## src/rtl/mpc_pkg.sv

```systemverilog
package mpc_pkg;
  localparam int AW = 32;

  typedef enum logic [1:0] {
    ACC_READ  = 2'd0,
    ACC_WRITE = 2'd1,
    ACC_FETCH = 2'd2,
    ACC_RSVD  = 2'd3
  } acc_t;

  function automatic logic [AW-1:0] align8(input logic [AW-1:0] v);
    return {v[AW-1:3], 3'b000};
  endfunction

  function automatic logic in_window(input logic [AW-1:0] a,
                                     input logic [AW-1:0] lo,
                                     input logic [AW-1:0] hi);
    return (a >= lo) && (a < hi);
  endfunction
endpackage

```

## src/rtl/mpc_window_match.sv

```systemverilog
module mpc_window_match
  import mpc_pkg::*;
#(
  parameter int N = 16
) (
  input  logic [AW-1:0] addr,
  input  logic [AW-1:0] lo [N],
  input  logic [AW-1:0] hi [N],
  output logic [N-1:0]  hit
);
  for (genvar i = 0; i < N; i++) begin : g_win
    assign hit[i] = in_window(addr, lo[i], hi[i]);
  end
endmodule

```

## src/rtl/mpc_cfg_regs.sv

```systemverilog
module mpc_cfg_regs
  import mpc_pkg::*;
#(
  parameter int N_DATA = 16,
  parameter int N_CODE = 8,
  parameter int N_SETS = 4,
  parameter int CAW    = 6
) (
  input  logic                  clk,
  input  logic                  rst_n,
  input  logic                  cfg_we,
  input  logic [CAW-1:0]        cfg_addr,
  input  logic [AW-1:0]         cfg_wdata,
  output logic [AW-1:0]         d_lo [N_DATA],
  output logic [AW-1:0]         d_hi [N_DATA],
  output logic [AW-1:0]         c_lo [N_CODE],
  output logic [AW-1:0]         c_hi [N_CODE],
  output logic [N_DATA-1:0]     rd_mask [N_SETS],
  output logic [N_DATA-1:0]     wr_mask [N_SETS],
  output logic [N_CODE-1:0]     ex_mask [N_SETS],
  output logic [$clog2(N_SETS)-1:0] active_set
);
  localparam int DIW = $clog2(N_DATA);
  localparam int CIW = $clog2(N_CODE);
  localparam int SW  = $clog2(N_SETS);

  logic sel_data, sel_code, sel_misc;
  assign sel_data = cfg_we && (cfg_addr[CAW-1] == 1'b0);
  assign sel_code = cfg_we && (cfg_addr[CAW-1:CAW-2] == 2'b10);
  assign sel_misc = cfg_we && (cfg_addr[CAW-1:CAW-2] == 2'b11);

  for (genvar i = 0; i < N_DATA; i++) begin : g_dreg
    always_ff @(posedge clk) begin
      if (!rst_n) begin
        d_lo[i] <= '0;
        d_hi[i] <= '0;
      end else if (sel_data && cfg_addr[DIW:1] == DIW'(i)) begin
        if (cfg_addr[0]) d_hi[i] <= align8(cfg_wdata);
        else             d_lo[i] <= align8(cfg_wdata);
      end
    end
  end

  for (genvar j = 0; j < N_CODE; j++) begin : g_creg
    always_ff @(posedge clk) begin
      if (!rst_n) begin
        c_lo[j] <= '0;
        c_hi[j] <= '0;
      end else if (sel_code && cfg_addr[CIW:1] == CIW'(j)) begin
        if (cfg_addr[0]) c_hi[j] <= align8(cfg_wdata);
        else             c_lo[j] <= align8(cfg_wdata);
      end
    end
  end

  for (genvar s = 0; s < N_SETS; s++) begin : g_sreg
    always_ff @(posedge clk) begin
      if (!rst_n) begin
        rd_mask[s] <= '0;
        wr_mask[s] <= '0;
        ex_mask[s] <= '0;
      end else if (sel_misc && cfg_addr[SW-1:0] == SW'(s)) begin
        case (cfg_addr[3:2])
          2'b00:   rd_mask[s] <= cfg_wdata[N_DATA-1:0];
          2'b01:   wr_mask[s] <= cfg_wdata[N_DATA-1:0];
          2'b10:   ex_mask[s] <= cfg_wdata[N_CODE-1:0];
          default: ;
        endcase
      end
    end
  end

  always_ff @(posedge clk) begin
    if (!rst_n)                              active_set <= '0;
    else if (sel_misc && cfg_addr[3:2] == 2'b11) active_set <= cfg_wdata[SW-1:0];
  end
endmodule

```

## src/rtl/mpc_prot_check.sv

```systemverilog
module mpc_prot_check
  import mpc_pkg::*;
#(
  parameter int N_DATA = 16,
  parameter int N_CODE = 8,
  parameter int N_SETS = 4
) (
  input  logic          clk,
  input  logic          rst_n,
  input  logic          cfg_we,
  input  logic [5:0]    cfg_addr,
  input  logic [31:0]   cfg_wdata,
  input  logic          req_valid,
  input  logic [1:0]    req_type,
  input  logic [31:0]   req_addr,
  output logic          resp_valid,
  output logic          resp_allow,
  output logic          viol,
  output logic [1:0]    viol_type,
  output logic [31:0]   viol_addr
);
  localparam int SW = $clog2(N_SETS);

  logic [AW-1:0]     d_lo [N_DATA];
  logic [AW-1:0]     d_hi [N_DATA];
  logic [AW-1:0]     c_lo [N_CODE];
  logic [AW-1:0]     c_hi [N_CODE];
  logic [N_DATA-1:0] rd_mask [N_SETS];
  logic [N_DATA-1:0] wr_mask [N_SETS];
  logic [N_CODE-1:0] ex_mask [N_SETS];
  logic [SW-1:0]     active_set;

  mpc_cfg_regs #(.N_DATA(N_DATA), .N_CODE(N_CODE), .N_SETS(N_SETS), .CAW(6)) u_cfg (
    .clk(clk), .rst_n(rst_n), .cfg_we(cfg_we), .cfg_addr(cfg_addr),
    .cfg_wdata(cfg_wdata), .d_lo(d_lo), .d_hi(d_hi), .c_lo(c_lo), .c_hi(c_hi),
    .rd_mask(rd_mask), .wr_mask(wr_mask), .ex_mask(ex_mask),
    .active_set(active_set)
  );

  logic [N_DATA-1:0] data_hit;
  logic [N_CODE-1:0] code_hit;

  mpc_window_match #(.N(N_DATA)) u_dmatch (
    .addr(req_addr), .lo(d_lo), .hi(d_hi), .hit(data_hit));
  mpc_window_match #(.N(N_CODE)) u_cmatch (
    .addr(req_addr), .lo(c_lo), .hi(c_hi), .hit(code_hit));

  // Named internal events used by the checker
  logic data_hit_any, code_hit_any, grant_rd, grant_wr, grant_ex, grant;
  assign data_hit_any = |data_hit;
  assign code_hit_any = |code_hit;
  assign grant_rd     = |(data_hit & rd_mask[active_set]);
  assign grant_wr     = |(data_hit & wr_mask[active_set]);
  assign grant_ex     = |(code_hit & ex_mask[active_set]);

  always_comb begin
    case (acc_t'(req_type))
      ACC_READ:  grant = grant_rd;
      ACC_WRITE: grant = grant_wr;
      ACC_FETCH: grant = grant_ex;
      default:   grant = 1'b0;
    endcase
  end

  always_ff @(posedge clk) begin
    if (!rst_n) begin
      resp_valid <= 1'b0;
      resp_allow <= 1'b0;
      viol       <= 1'b0;
      viol_type  <= '0;
      viol_addr  <= '0;
    end else begin
      resp_valid <= req_valid;
      resp_allow <= req_valid && grant;
      viol       <= req_valid && !grant;
      if (req_valid) begin
        viol_type <= req_type;
        viol_addr <= req_addr;
      end
    end
  end
endmodule


```

## config.mk

```make
export PLATFORM = sky130hd
export DESIGN_NAME = mpc_prot_check
export DESIGN_NICKNAME = d
export VERILOG_FILES = /design/src/rtl/mpc_pkg.sv /design/src/rtl/mpc_window_match.sv /design/src/rtl/mpc_cfg_regs.sv /design/src/rtl/mpc_prot_check.sv
export SDC_FILE = /design/constraint.sdc
export NUM_CORES = 2
export LEC_CHECK = 0
export ABC_AREA = 0
export BUFFER_PORTS_ARGS = -buffer_cell sky130_fd_sc_hd__buf_2
export CORE_MARGIN = 2
export CORE_UTILIZATION = 44
export DETAILED_ROUTE_END_ITERATION = 12
export REMOVE_ABC_BUFFERS = 1
export SLEW_MARGIN = 20
export SYNTH_ARGS = -nofsm -noshare
export SYNTH_HDL_FRONTEND = slang
export SYNTH_SLANG_ARGS = --single-unit
```

## constraint.sdc

```tcl
create_clock -name clk -period 3.7 [get_ports clk]
set_input_delay 0.37 -clock clk [delete_from_list [all_inputs] [get_ports clk]]
set_output_delay 0.37 -clock clk [all_outputs]
set_load 0.02 [all_outputs]
```

==> impl_results.md <==
- CTS tree: done
- Final Instance Area: 108000 um^2
- Synth unique cells: 79
- Adder-cell area share of the yosys netlist: 0.182
- Mux cell area share after synthesis: 0.0168
- Row cnt: 169
- Starting density of the core: 0.443
- Final critical-path required period: 3.63 ns
- Worst Setup End Kind: flop
- Syn-to-layout area delta: 14.3%
- DRT antenna net count: 0
- Die X: 466 um
- Vias in the first global route: 80400
- Peak VDD IR: 0.447 mV
- Hold Vio Cnt, Final: 0
- Crit start category: input pin
- Static Leak: 37.9 nW
- Max Slew Vio Count: 0
- CTS Sinks: 1591
- Largest family of logic cells by synthesized area: compound AO/OA/AOI/OAI gates
- Synth Cell Area: 94100 um^2
- H-tree levels: 4
- Top cell type's share of synthesized area: 0.339
- Post-synthesis xor/xnor area fraction: 0
- Commonest non-fill, non-tap cell in the layout: nand2_1
- Largest cells by area after synthesis: dfxtp_1 (34%), ha_1 (18%), nand2_1 (13%), a21boi_0 (12%), inv_1 (5.4%)
- DR DRC count: 0
- MaxCap Viol Count: 0
- HPWL Detailed: 230000 um
- Initial antenna violation count: 36
- R2R Setup Slk: 0.09 ns
- Global placer's final weighted congestion: 0.944
- Post-CTS Setup Bufs: 0
- Final Util: 0.506
- Fin crit share: 0.980
- Post-Synth Simple-Gate Area: 0.185
- WS Path Type: input pin to flop
- Clock power share: 0.464
- # IOs: 113
- Synthesized area per cell: 7.85 um^2
- Final #Nets: 13600
- Relative slew slack: 0.141
- Die area: 218000 um^2
- CP Max Fanout: 9
- Total core area: 212000 um^2
- Final non-filler cell total: 15200
- Die H: 466 um
- Dominant synthesized flop cell: dfxtp_1
- Largest net degree at the start of global routing: 172
- Vias: 84400
- PwrDens: 382 nW/um^2
- Vias per inst: 5.57
- GR Overflow Total: 0
- RSZ-0062 raised after global routing: no
- Net switching power: 11.1 mW
- Dominant cell type by area after synthesis: dfxtp_1
- Worst-Margin Slew: 1.29 ns
- Pwr Total: 41.1 mW
- Setup-failing EPs final: 0
- CP Data Arrival Time: 4.37 ns
- Critical Path RT: 4.44 ns
- Layout Skew: 0.0356 ns
- Status: finished clean
- Cell Area, Placed: 101000 um^2
- Worst-path clk slew: 0.06 ns
- Mapped Cells: 12000
- Sequential share of the synthesized area: 0.339
- Total GRT Usage: 0.309
- Hold Path Class: input pin to flop
- Initial DRC Count: 7535
- Avg WL per Cell: 22.8 um
- DR pass1 iterations: 6
- #FFs+latches synth: 1591
- Cells after DPL: 14800
- Switching part of the total power: 0.270
- Layout cells sized above 1: 0.0881
- Most frequent cells in the layout: nand2_1 (3373), dfxtp_1 (1589), a21boi_0 (1525), ha_1 (1368), inv_1 (1365)
- Sequential power share: 0.420
- Routed WL: 345000 um
- Max Fclk: 0.276 GHz
- Combinational share of power: 0.116
- Fin Setup TNS: 0 ns
- Clock latency on the worst-skew pair: 0.85 ns
- Internal Pwr Total: 30.0 mW
- Port bufs: 112
- Yosys warns: 0
- Compound-cell area share of the yosys netlist: 0.196
- CTS root buffer: clkbuf_16
- CTS Buf Count: 183
- Post-synth ARST share: 0
- Clk buf depth: 3
- EDFF count, synth: 0
- First-pass GRT wire length: 509000 um
cells in the mapped netlist, drive strengths merged (34+ instances only):
library cell / n
ha: 1368
nor2: 192
a21oi: 489
dfxtp: 1591
mux4: 40
nor2b: 124
mux2i: 68
nand4: 216
a21boi: 1525
nand3: 116
nor3: 43
a21o: 178
inv: 1366
o21ai: 214
clkbuf: 625
buf: 50
nor4: 34
a211oi: 70
nand2: 3375
cells by family (layout without fill, tap and decap cells):
group	Yosys count	count (layout)
AO/OA/AOI/OAI	2664	2664
AND/OR/NAND/NOR	4217	4217
other	0	14
multiplexers	108	108
adder cells (fa/ha/maj)	1368	1368
flip-flops	1591	1591
buffers and inverters	2041	2383
final timing paths:
check	cells after the start	end	startpoint
max	14	viol	req_addr[30]
min	3	u_cfg.d_lo[215]	cfg_wdata[23]
max reg2reg	13	viol	u_cfg.c_hi[25]
min reg2reg	2	u_cfg.c_hi[3]	u_cfg.c_hi[3]
metal layers:
metal	routed length, um	part of all wire	track usage	vias up
met5	66	0.00019	0	-
met4	17500	0.051	0.140	12
met3	26400	0.076	0.0477	762
met2	154000	0.45	0.498	2979
met1	147000	0.43	0.406	40600
li1	-	-	-	40100
worst max-delay path, stage by stage:
cell and delay (ns):
dlygate4sd3_1 0.54, buf_4 0.23, buf_12 0.20, ha_1 0.31, nand4_1 0.12, nor4_1 0.46
buf_4 0.24, o311a_1 0.26, o22ai_2 0.10, a2111oi_2 0.67, a211o_1 0.29, nor4_1 0.08
a311o_1 0.29, and3_1 0.17
registers in the layout, summed over array words and instances (netlist names), 2 cells and up:
signal            flops
u_cfg.d_lo          464
viol_addr            32
u_cfg.ex_mask        32
u_cfg.active_set      2
u_cfg.wr_mask        64
viol_type             2
u_cfg.c_lo          232
u_cfg.rd_mask        64
u_cfg.d_hi          464
u_cfg.c_hi          232
through the flow:
step / setup slack (ns) / hold WS (ns)
5_1_grt: 0.0197 / 0.0378
4_1_cts: 0.103 / 0.00133
2_1_floorplan: 0.0111 / 0.439
6_report: 0.0738 / 0.0313
3_5_place_dp: -0.636 / 0.454
3_3_place_gp: -0.779 / 0.444
area by class of cell:
cell class	instances	area, um^2
Fill cell	20300	105000
Multi-Input combinational cell	8357	54700
Sequential cell	1591	31900
Timing Repair Buffer	684	5980
Clock buffer	270	5440
Inverter	1366	5130
Tap cell	2821	3530
Clock inverter	63	805
Antenna cell	14	35.0
power groups by stage:
stage	Combinational, mW	Sequential [mW]	Clock, mW
global placement	4.54	17.6	0
detailed placement	4.65	17.7	0
global route	5.12	17.3	19.9
finish	4.78	17.3	19.1
CTS	4.69	17.3	19.2
floorplan	1.87	17.7	0
timing repair:
| item | in CTS | in global routing |
|---|---|---|
| endpoints found under the setup margin | 2 | 2 |
| pin swaps | 0 | 2 |
| hold buffers | 14 | 0 |
| resized for setup | 1 | 4 |
| endpoints found under the hold margin | 75 | 0 |
Note: power is estimated with default switching activity, not from simulation.
